==> config.mk <==
export PLATFORM = sky130hd
export DESIGN_NAME = indirect_agu
export DESIGN_NICKNAME = d
export VERILOG_FILES = /design/src/rtl/agu_pkg.sv /design/src/rtl/agu_prefix_flag.sv /design/src/rtl/agu_addr_rules.sv /design/src/rtl/agu_seq.sv /design/src/rtl/indirect_agu.sv
export SDC_FILE = /design/constraint.sdc
export NUM_CORES = 1
export LEC_CHECK = 0
export BUFFER_PORTS_ARGS = -buffer_cell sky130_fd_sc_hd__buf_2
export CAP_MARGIN = 5
export CORE_UTILIZATION = 45
export DETAILED_ROUTE_END_ITERATION = 16
export PLACE_DENSITY = 0.8
export SLEW_MARGIN = 25
export SYNTH_ARGS = -nofsm -noshare
export SYNTH_HDL_FRONTEND = slang
export SYNTH_SLANG_ARGS = --single-unit
==> constraint.sdc <==
create_clock -name clk -period 2.4 [get_ports clk]
set_clock_uncertainty 0.1 [all_clocks]
set_input_delay 0.12 -clock clk [delete_from_list [all_inputs] [get_ports clk]]
set_output_delay 0.12 -clock clk [all_outputs]
set_load 0.01 [all_outputs]
==> src/rtl/agu_pkg.sv <==
package agu_pkg;

    localparam int SEL_W = 3;

    typedef enum logic [1:0] {
        RULE_DIRECT  = 2'd0,
        RULE_FIXED   = 2'd1,
        RULE_POSTINC = 2'd2,
        RULE_STACK   = 2'd3
    } upd_rule_e;

    typedef enum logic [1:0] {
        ST_IDLE  = 2'd0,
        ST_WAIT1 = 2'd1,
        ST_WAIT2 = 2'd2
    } seq_state_e;

    function automatic upd_rule_e rule_of(input logic [SEL_W-1:0] sel);
        case (sel)
            3'd0:                 return RULE_DIRECT;
            3'd1, 3'd2, 3'd3:     return RULE_FIXED;
            3'd6:                 return RULE_STACK;
            default:              return RULE_POSTINC;
        endcase
    endfunction

endpackage

==> src/rtl/agu_prefix_flag.sv <==
module agu_prefix_flag (
    input  logic clk,
    input  logic rst,
    input  logic arm,
    input  logic consume,
    output logic flag
);
    always_ff @(posedge clk) begin
        if (rst)          flag <= 1'b0;
        else if (consume) flag <= arm;
        else if (arm)     flag <= 1'b1;
    end

    a_r8_consumed: assert property (@(posedge clk) disable iff (rst)
        (consume && !arm) |=> !flag);
    a_r8_armed: assert property (@(posedge clk) disable iff (rst)
        arm |=> flag);
endmodule

==> src/rtl/agu_addr_rules.sv <==
module agu_addr_rules
    import agu_pkg::*;
#(
    parameter int DATA_W = 16
) (
    input  logic [SEL_W-1:0]  sel,
    input  logic              write,
    input  logic              dbl,
    input  logic [DATA_W-1:0] base,
    output logic              illegal,
    output logic [DATA_W-1:0] addr1,
    output logic [DATA_W-1:0] addr2,
    output logic              wb_need,
    output logic [DATA_W-1:0] wb_next
);
    localparam logic [DATA_W-1:0] ONE = DATA_W'(1);
    localparam logic [DATA_W-1:0] TWO = DATA_W'(2);

    upd_rule_e rule;

    always_comb begin
        rule    = rule_of(sel);
        illegal = (rule == RULE_DIRECT) || (dbl && (write || rule == RULE_STACK));
        addr1   = base;
        addr2   = base;
        wb_need = 1'b0;
        wb_next = base;
        case (rule)
            RULE_POSTINC: begin
                addr2   = base + ONE;
                wb_need = 1'b1;
                wb_next = dbl ? base + TWO : base + ONE;
            end
            RULE_STACK: begin
                wb_need = 1'b1;
                if (write) begin
                    wb_next = base + ONE;
                end else begin
                    addr1   = base - ONE;
                    wb_next = base - ONE;
                end
            end
            default: ;
        endcase
    end
endmodule

==> src/rtl/agu_seq.sv <==
module agu_seq
    import agu_pkg::*;
#(
    parameter int DATA_W = 16,
    parameter int BYTE_W = 8
) (
    input  logic              clk,
    input  logic              rst,
    input  logic              accept,
    input  logic              illegal,
    input  logic              dbl,
    input  logic              write,
    input  logic [SEL_W-1:0]  sel,
    input  logic [DATA_W-1:0] wdata,
    input  logic [DATA_W-1:0] addr1,
    input  logic [DATA_W-1:0] addr2,
    input  logic              wb_need,
    input  logic [DATA_W-1:0] wb_next,
    output logic              idle,
    output logic              mem_req,
    output logic              mem_we,
    output logic [DATA_W-1:0] mem_addr,
    output logic [DATA_W-1:0] mem_wdata,
    input  logic              mem_ack,
    input  logic [DATA_W-1:0] mem_rdata,
    output logic              done,
    output logic              err,
    output logic [DATA_W-1:0] rd_data,
    output logic              wb_en,
    output logic [SEL_W-1:0]  wb_sel,
    output logic [DATA_W-1:0] wb_val
);
    localparam int HI_W = DATA_W - BYTE_W;

    seq_state_e              state;
    logic                    pair_q;
    logic                    wb_need_q;
    logic [DATA_W-1:0]       addr2_q;
    logic [DATA_W-1:0]       wb_next_q;
    logic [BYTE_W-1:0]       low_q;

    assign idle    = (state == ST_IDLE);
    assign mem_req = !idle;

    always_ff @(posedge clk) begin
        if (rst) begin
            state     <= ST_IDLE;
            pair_q    <= 1'b0;
            wb_need_q <= 1'b0;
            addr2_q   <= '0;
            wb_next_q <= '0;
            low_q     <= '0;
            mem_we    <= 1'b0;
            mem_addr  <= '0;
            mem_wdata <= '0;
            done      <= 1'b0;
            err       <= 1'b0;
            rd_data   <= '0;
            wb_en     <= 1'b0;
            wb_sel    <= '0;
            wb_val    <= '0;
        end else begin
            done  <= 1'b0;
            err   <= 1'b0;
            wb_en <= 1'b0;
            case (state)
                ST_IDLE: if (accept) begin
                    if (illegal) begin
                        err <= 1'b1;
                    end else begin
                        state     <= ST_WAIT1;
                        pair_q    <= dbl;
                        wb_need_q <= wb_need;
                        addr2_q   <= addr2;
                        wb_next_q <= wb_next;
                        mem_we    <= write;
                        mem_addr  <= addr1;
                        mem_wdata <= wdata;
                        wb_sel    <= sel;
                    end
                end
                ST_WAIT1: if (mem_ack) begin
                    if (pair_q) begin
                        low_q    <= mem_rdata[BYTE_W-1:0];
                        mem_addr <= addr2_q;
                        state    <= ST_WAIT2;
                    end else begin
                        rd_data <= mem_rdata;
                        done    <= 1'b1;
                        wb_en   <= wb_need_q;
                        wb_val  <= wb_next_q;
                        state   <= ST_IDLE;
                    end
                end
                ST_WAIT2: if (mem_ack) begin
                    rd_data <= {HI_W'(mem_rdata[BYTE_W-1:0]), low_q};
                    done    <= 1'b1;
                    wb_en   <= wb_need_q;
                    wb_val  <= wb_next_q;
                    state   <= ST_IDLE;
                end
                default: state <= ST_IDLE;
            endcase
        end
    end

    a_r9_hold_until_ack: assert property (@(posedge clk) disable iff (rst)
        (mem_req && !mem_ack && !(state == ST_WAIT1 && pair_q && mem_ack))
        |=> mem_req && $stable(mem_addr) && $stable(mem_we) && $stable(mem_wdata));
    a_r9_done_single: assert property (@(posedge clk) disable iff (rst)
        done |=> !done);
    a_r7_reject_quiet: assert property (@(posedge clk) disable iff (rst)
        err |-> (!mem_req && !done && !wb_en));
    a_r2_wb_with_done: assert property (@(posedge clk) disable iff (rst)
        wb_en |-> done);
    a_r10_no_req_after_done: assert property (@(posedge clk) disable iff (rst)
        done |-> !mem_req);
endmodule

==> src/rtl/indirect_agu.sv <==
module indirect_agu
    import agu_pkg::*;
#(
    parameter int DATA_W = 16,
    parameter int BYTE_W = 8
) (
    input  logic              clk,
    input  logic              rst,
    input  logic              dbl_arm,
    input  logic              req_valid,
    input  logic [2:0]        req_sel,
    input  logic              req_write,
    input  logic [DATA_W-1:0] req_wdata,
    input  logic [DATA_W-1:0] req_base,
    output logic              mem_req,
    output logic              mem_we,
    output logic [DATA_W-1:0] mem_addr,
    output logic [DATA_W-1:0] mem_wdata,
    input  logic              mem_ack,
    input  logic [DATA_W-1:0] mem_rdata,
    output logic              done,
    output logic              err,
    output logic [DATA_W-1:0] rd_data,
    output logic              wb_en,
    output logic [2:0]        wb_sel,
    output logic [DATA_W-1:0] wb_val
);
    logic              idle;
    logic              accept;
    logic              dbl_flag;
    logic              illegal;
    logic              wb_need;
    logic [DATA_W-1:0] addr1;
    logic [DATA_W-1:0] addr2;
    logic [DATA_W-1:0] wb_next;

    assign accept = req_valid && idle;

    agu_prefix_flag u_prefix (
        .clk     (clk),
        .rst     (rst),
        .arm     (dbl_arm),
        .consume (accept),
        .flag    (dbl_flag)
    );

    agu_addr_rules #(.DATA_W(DATA_W)) u_rules (
        .sel     (req_sel),
        .write   (req_write),
        .dbl     (dbl_flag),
        .base    (req_base),
        .illegal (illegal),
        .addr1   (addr1),
        .addr2   (addr2),
        .wb_need (wb_need),
        .wb_next (wb_next)
    );

    agu_seq #(.DATA_W(DATA_W), .BYTE_W(BYTE_W)) u_seq (
        .clk       (clk),
        .rst       (rst),
        .accept    (accept),
        .illegal   (illegal),
        .dbl       (dbl_flag),
        .write     (req_write),
        .sel       (req_sel),
        .wdata     (req_wdata),
        .addr1     (addr1),
        .addr2     (addr2),
        .wb_need   (wb_need),
        .wb_next   (wb_next),
        .idle      (idle),
        .mem_req   (mem_req),
        .mem_we    (mem_we),
        .mem_addr  (mem_addr),
        .mem_wdata (mem_wdata),
        .mem_ack   (mem_ack),
        .mem_rdata (mem_rdata),
        .done      (done),
        .err       (err),
        .rd_data   (rd_data),
        .wb_en     (wb_en),
        .wb_sel    (wb_sel),
        .wb_val    (wb_val)
    );
endmodule

==> metrics.yaml <==
status: "finished clean"
rows: 41
grt_pass1_vias: 5447
post_drt_wl_per_cell_um: 16.7
synth_compound_area_frac: 0.203
synth_seq_cells: 116
grt_max_degree: 49
power_switching_mw: 1.57
synthFlopType: "dfxtp_1"
power_density_mw_per_mm2: 728
power_frac_comb: 0.170
crit_fanout: 14
ys_types: 68
whs_path_depth: 3
leakage_nw: 3.09
synth-xor-area-share: 0.0645
cts_tree: "yes"
relSlewSlack: 0.614
synth_mux_area_frac: 0.0342
async_flop_share: 0
io_pins: 129
die_h_um: 117
first_pass_iters: 5
grt.overflow.total: 0
htreeDepth: 4
final_antenna_net_count: 0
synth_cells: 767
clockBufferDepth: 2
tns_ns: 0
rsz0062_at_grt: "no"
period_minus_slack_ns: 2.28
num_vias: 6084
max_freq_mhz: 439
r2r_cells: 7
synthAdderAreaFrac: 0.0210
synthTopCellsByArea: "dfxtp_1 39%, nand2_1 9.5%, a21oi_1 6.6%"
cts_made_buffers: 17
antenna_found_initial: 0
synth.largest_area_cell: "dfxtp_1"
min-delay-path-class: "primary input to flop"
clk_pin_slew_worst_paths_ns: 0.05
arrival_ns: 2.47
crit_path_end_kind: "flop"
path_class: "primary input to flop"
die_area_mm2: 0.0137
post_cts_buffers: 0
regArea_mm2: 0.00232
grt_usage: 0.273
syn_nets: 834
syn_area_per_cell_um2: 7.79
netlist.area_leader.share: 0.389
path_cells: "dlygate4sd3_1 -> buf_2 -> and3b_1 -> o21a_2 -> or3_1 -> buf_4 -> a311oi_1 -> nor3_1"
drc: 0
vdd_drop_max_mv: 0.675
crit_slowest_cell: "dlygate4sd3_1"
setup_viol: 0
synth_top_family_by_area: "simple AND/OR/NAND/NOR gates"
antenna_cells: 0
start_util: 0.468
drt_iter0_drc: 543
cp-start-kind: "primary input"
tightest_slew_ns: 0.575
post-route-util: 0.612
layout-drive-gt1-share: 0.226
syn2layout_area_growth_pct: 30.8
fin_crit_sh: 0.948
grt_pass1_wl_um: 28400
synth-simple-area-share: 0.232
pwr-share-seq: 0.379
multi_input_area_mm2: 0.00332
wl_um: 18500
insertion_delay_ns: 0.42
root_buffer: "clkbuf_16"
synth_edf_count: 0
p_clk_frac: 0.451
clock-sinks: 116
gp_congestion: 0.998
finalMaxSlewViolations: 0
drv_cap: 0
die_width_um: 117
synth.cell_area_mm2: 0.00597
viasPerCell: 5.49
max_stage_delay_ns: 0.52
final_net_count: 991
cell_internal_pwr_mw: 4.13
yosysSeqAreaShare: 0.389
yosys_warnings: 0
fill_cells: 1098
crit_required_ns: 2.59
dp_hpwl_um: 12800
io_buffer_count: 128
hold_viol_final: 0
swShare: 0.275
coreArea_mm2: 0.0128
power groups by stage:
stage	registers [mW]	clock network (mW)	logic (mW)
2_1_floorplan	2.22	0	0.536
3_3_place_gp	2.19	0	0.889
3_5_place_dp	2.19	0	0.901
4_1_cts	2.16	2.61	0.953
5_1_grt	2.17	2.70	1.06
6_report	2.16	2.57	0.966
cell usage after synthesis (17+ instances only):
master    number
mux2i_1       17
clkbuf_1      40
nand3_1       19
nor3_1        21
dfxtp_1      116
buf_2         17
nor2_1        73
o21ai_0       26
a211oi_1      39
xor2_1        19
xnor2_1       25
a21oi_1       79
nand2_1      151
worst max-delay path: cells and delay by family:
family          cells  cell delay, ns
simple gates        3            0.81
buf+inv             3            0.98
compound gates      2            0.56
through the flow:
stage          setup slack (ns)  hold slack [ns]  instance area [um^2]  std cells  total power [mW]
6_report                  0.124           0.0345                  7810       1109              5.69
3_5_place_dp              0.211            0.261                  6830       1039              3.09
4_1_cts                   0.168           0.0119                  7810       1109              5.71
5_1_grt                  0.0612           0.0356                  7810       1109              5.93
2_1_floorplan             0.305            0.137                  5970        767              2.76
3_3_place_gp              0.224            0.255                  6830       1039              3.08
state kept, by name (all words and copies together), names as in the netlist, 2 cells and up:
register,cells
u_seq.mem_addr,16
u_seq.low_q,8
u_seq.rd_data,16
u_seq.wb_sel,3
u_seq.wb_next_q,16
u_seq.addr2_q,16
u_seq.wb_val,16
u_seq.state,2
u_seq.mem_wdata,16
cells by family (layout without fill, tap and decap cells):
| group | after synthesis | after routing |
|---|---|---|
| AO/OA/AOI/OAI | 193 | 193 |
| XOR/XNOR | 44 | 44 |
| adder cells (fa/ha/maj) | 10 | 10 |
| buffers and inverters | 77 | 247 |
| flip-flops | 116 | 116 |
| multiplexers | 20 | 20 |
| AND/OR/NAND/NOR | 307 | 307 |
cell type report:
type	instances	area share
multi-input cells	574	0.424
clock buffers	21	0.0576
inverters	12	0.00576
well taps	172	0.0275
clock inverters	11	0.0194
repair buffers	203	0.168
flip-flops and latches	116	0.297
routing by layer:
metal,track usage,part of all wire,vias to the layer above
met5,0,0,-
met4,0.122,0.026,0
met3,0.0639,0.076,39
met2,0.433,0.47,266
met1,0.351,0.43,2790
li1,-,-,2989
worst paths after layout:
kind / from / endpoint / slack (ns)
max: req_sel[0] / u_seq.wb_next_q[1] / 0.12
min: req_valid / u_seq.err / 0.03
max reg2reg: u_seq.state[0] / u_seq.wb_next_q[1] / 0.25
min reg2reg: u_seq.wb_val[10] / u_seq.wb_val[10] / 0.35
placed cells by master, fill, tap and decap left out, types with 8 or more instances in the layout:
master	n
nand2_1	151
buf_2	127
dfxtp_1	116
a21oi_1	79
nor2_1	73
a211oi_1	39
dlygate4sd3_1	38
buf_4	37
o21ai_0	26
xnor2_1	25
nor3_1	21
nand3_1	19
xor2_1	19
mux2i_1	17
clkbuf_16	17
inv_1	12
ha_1	10
a22o_1	8
repair_timing:
item                       CTS  global route
hold endpoints to repair    47             0
resized for setup            0             1
hold buffers                38             0
setup endpoints to repair    0             1
Power figures use the tool's default switching activity.
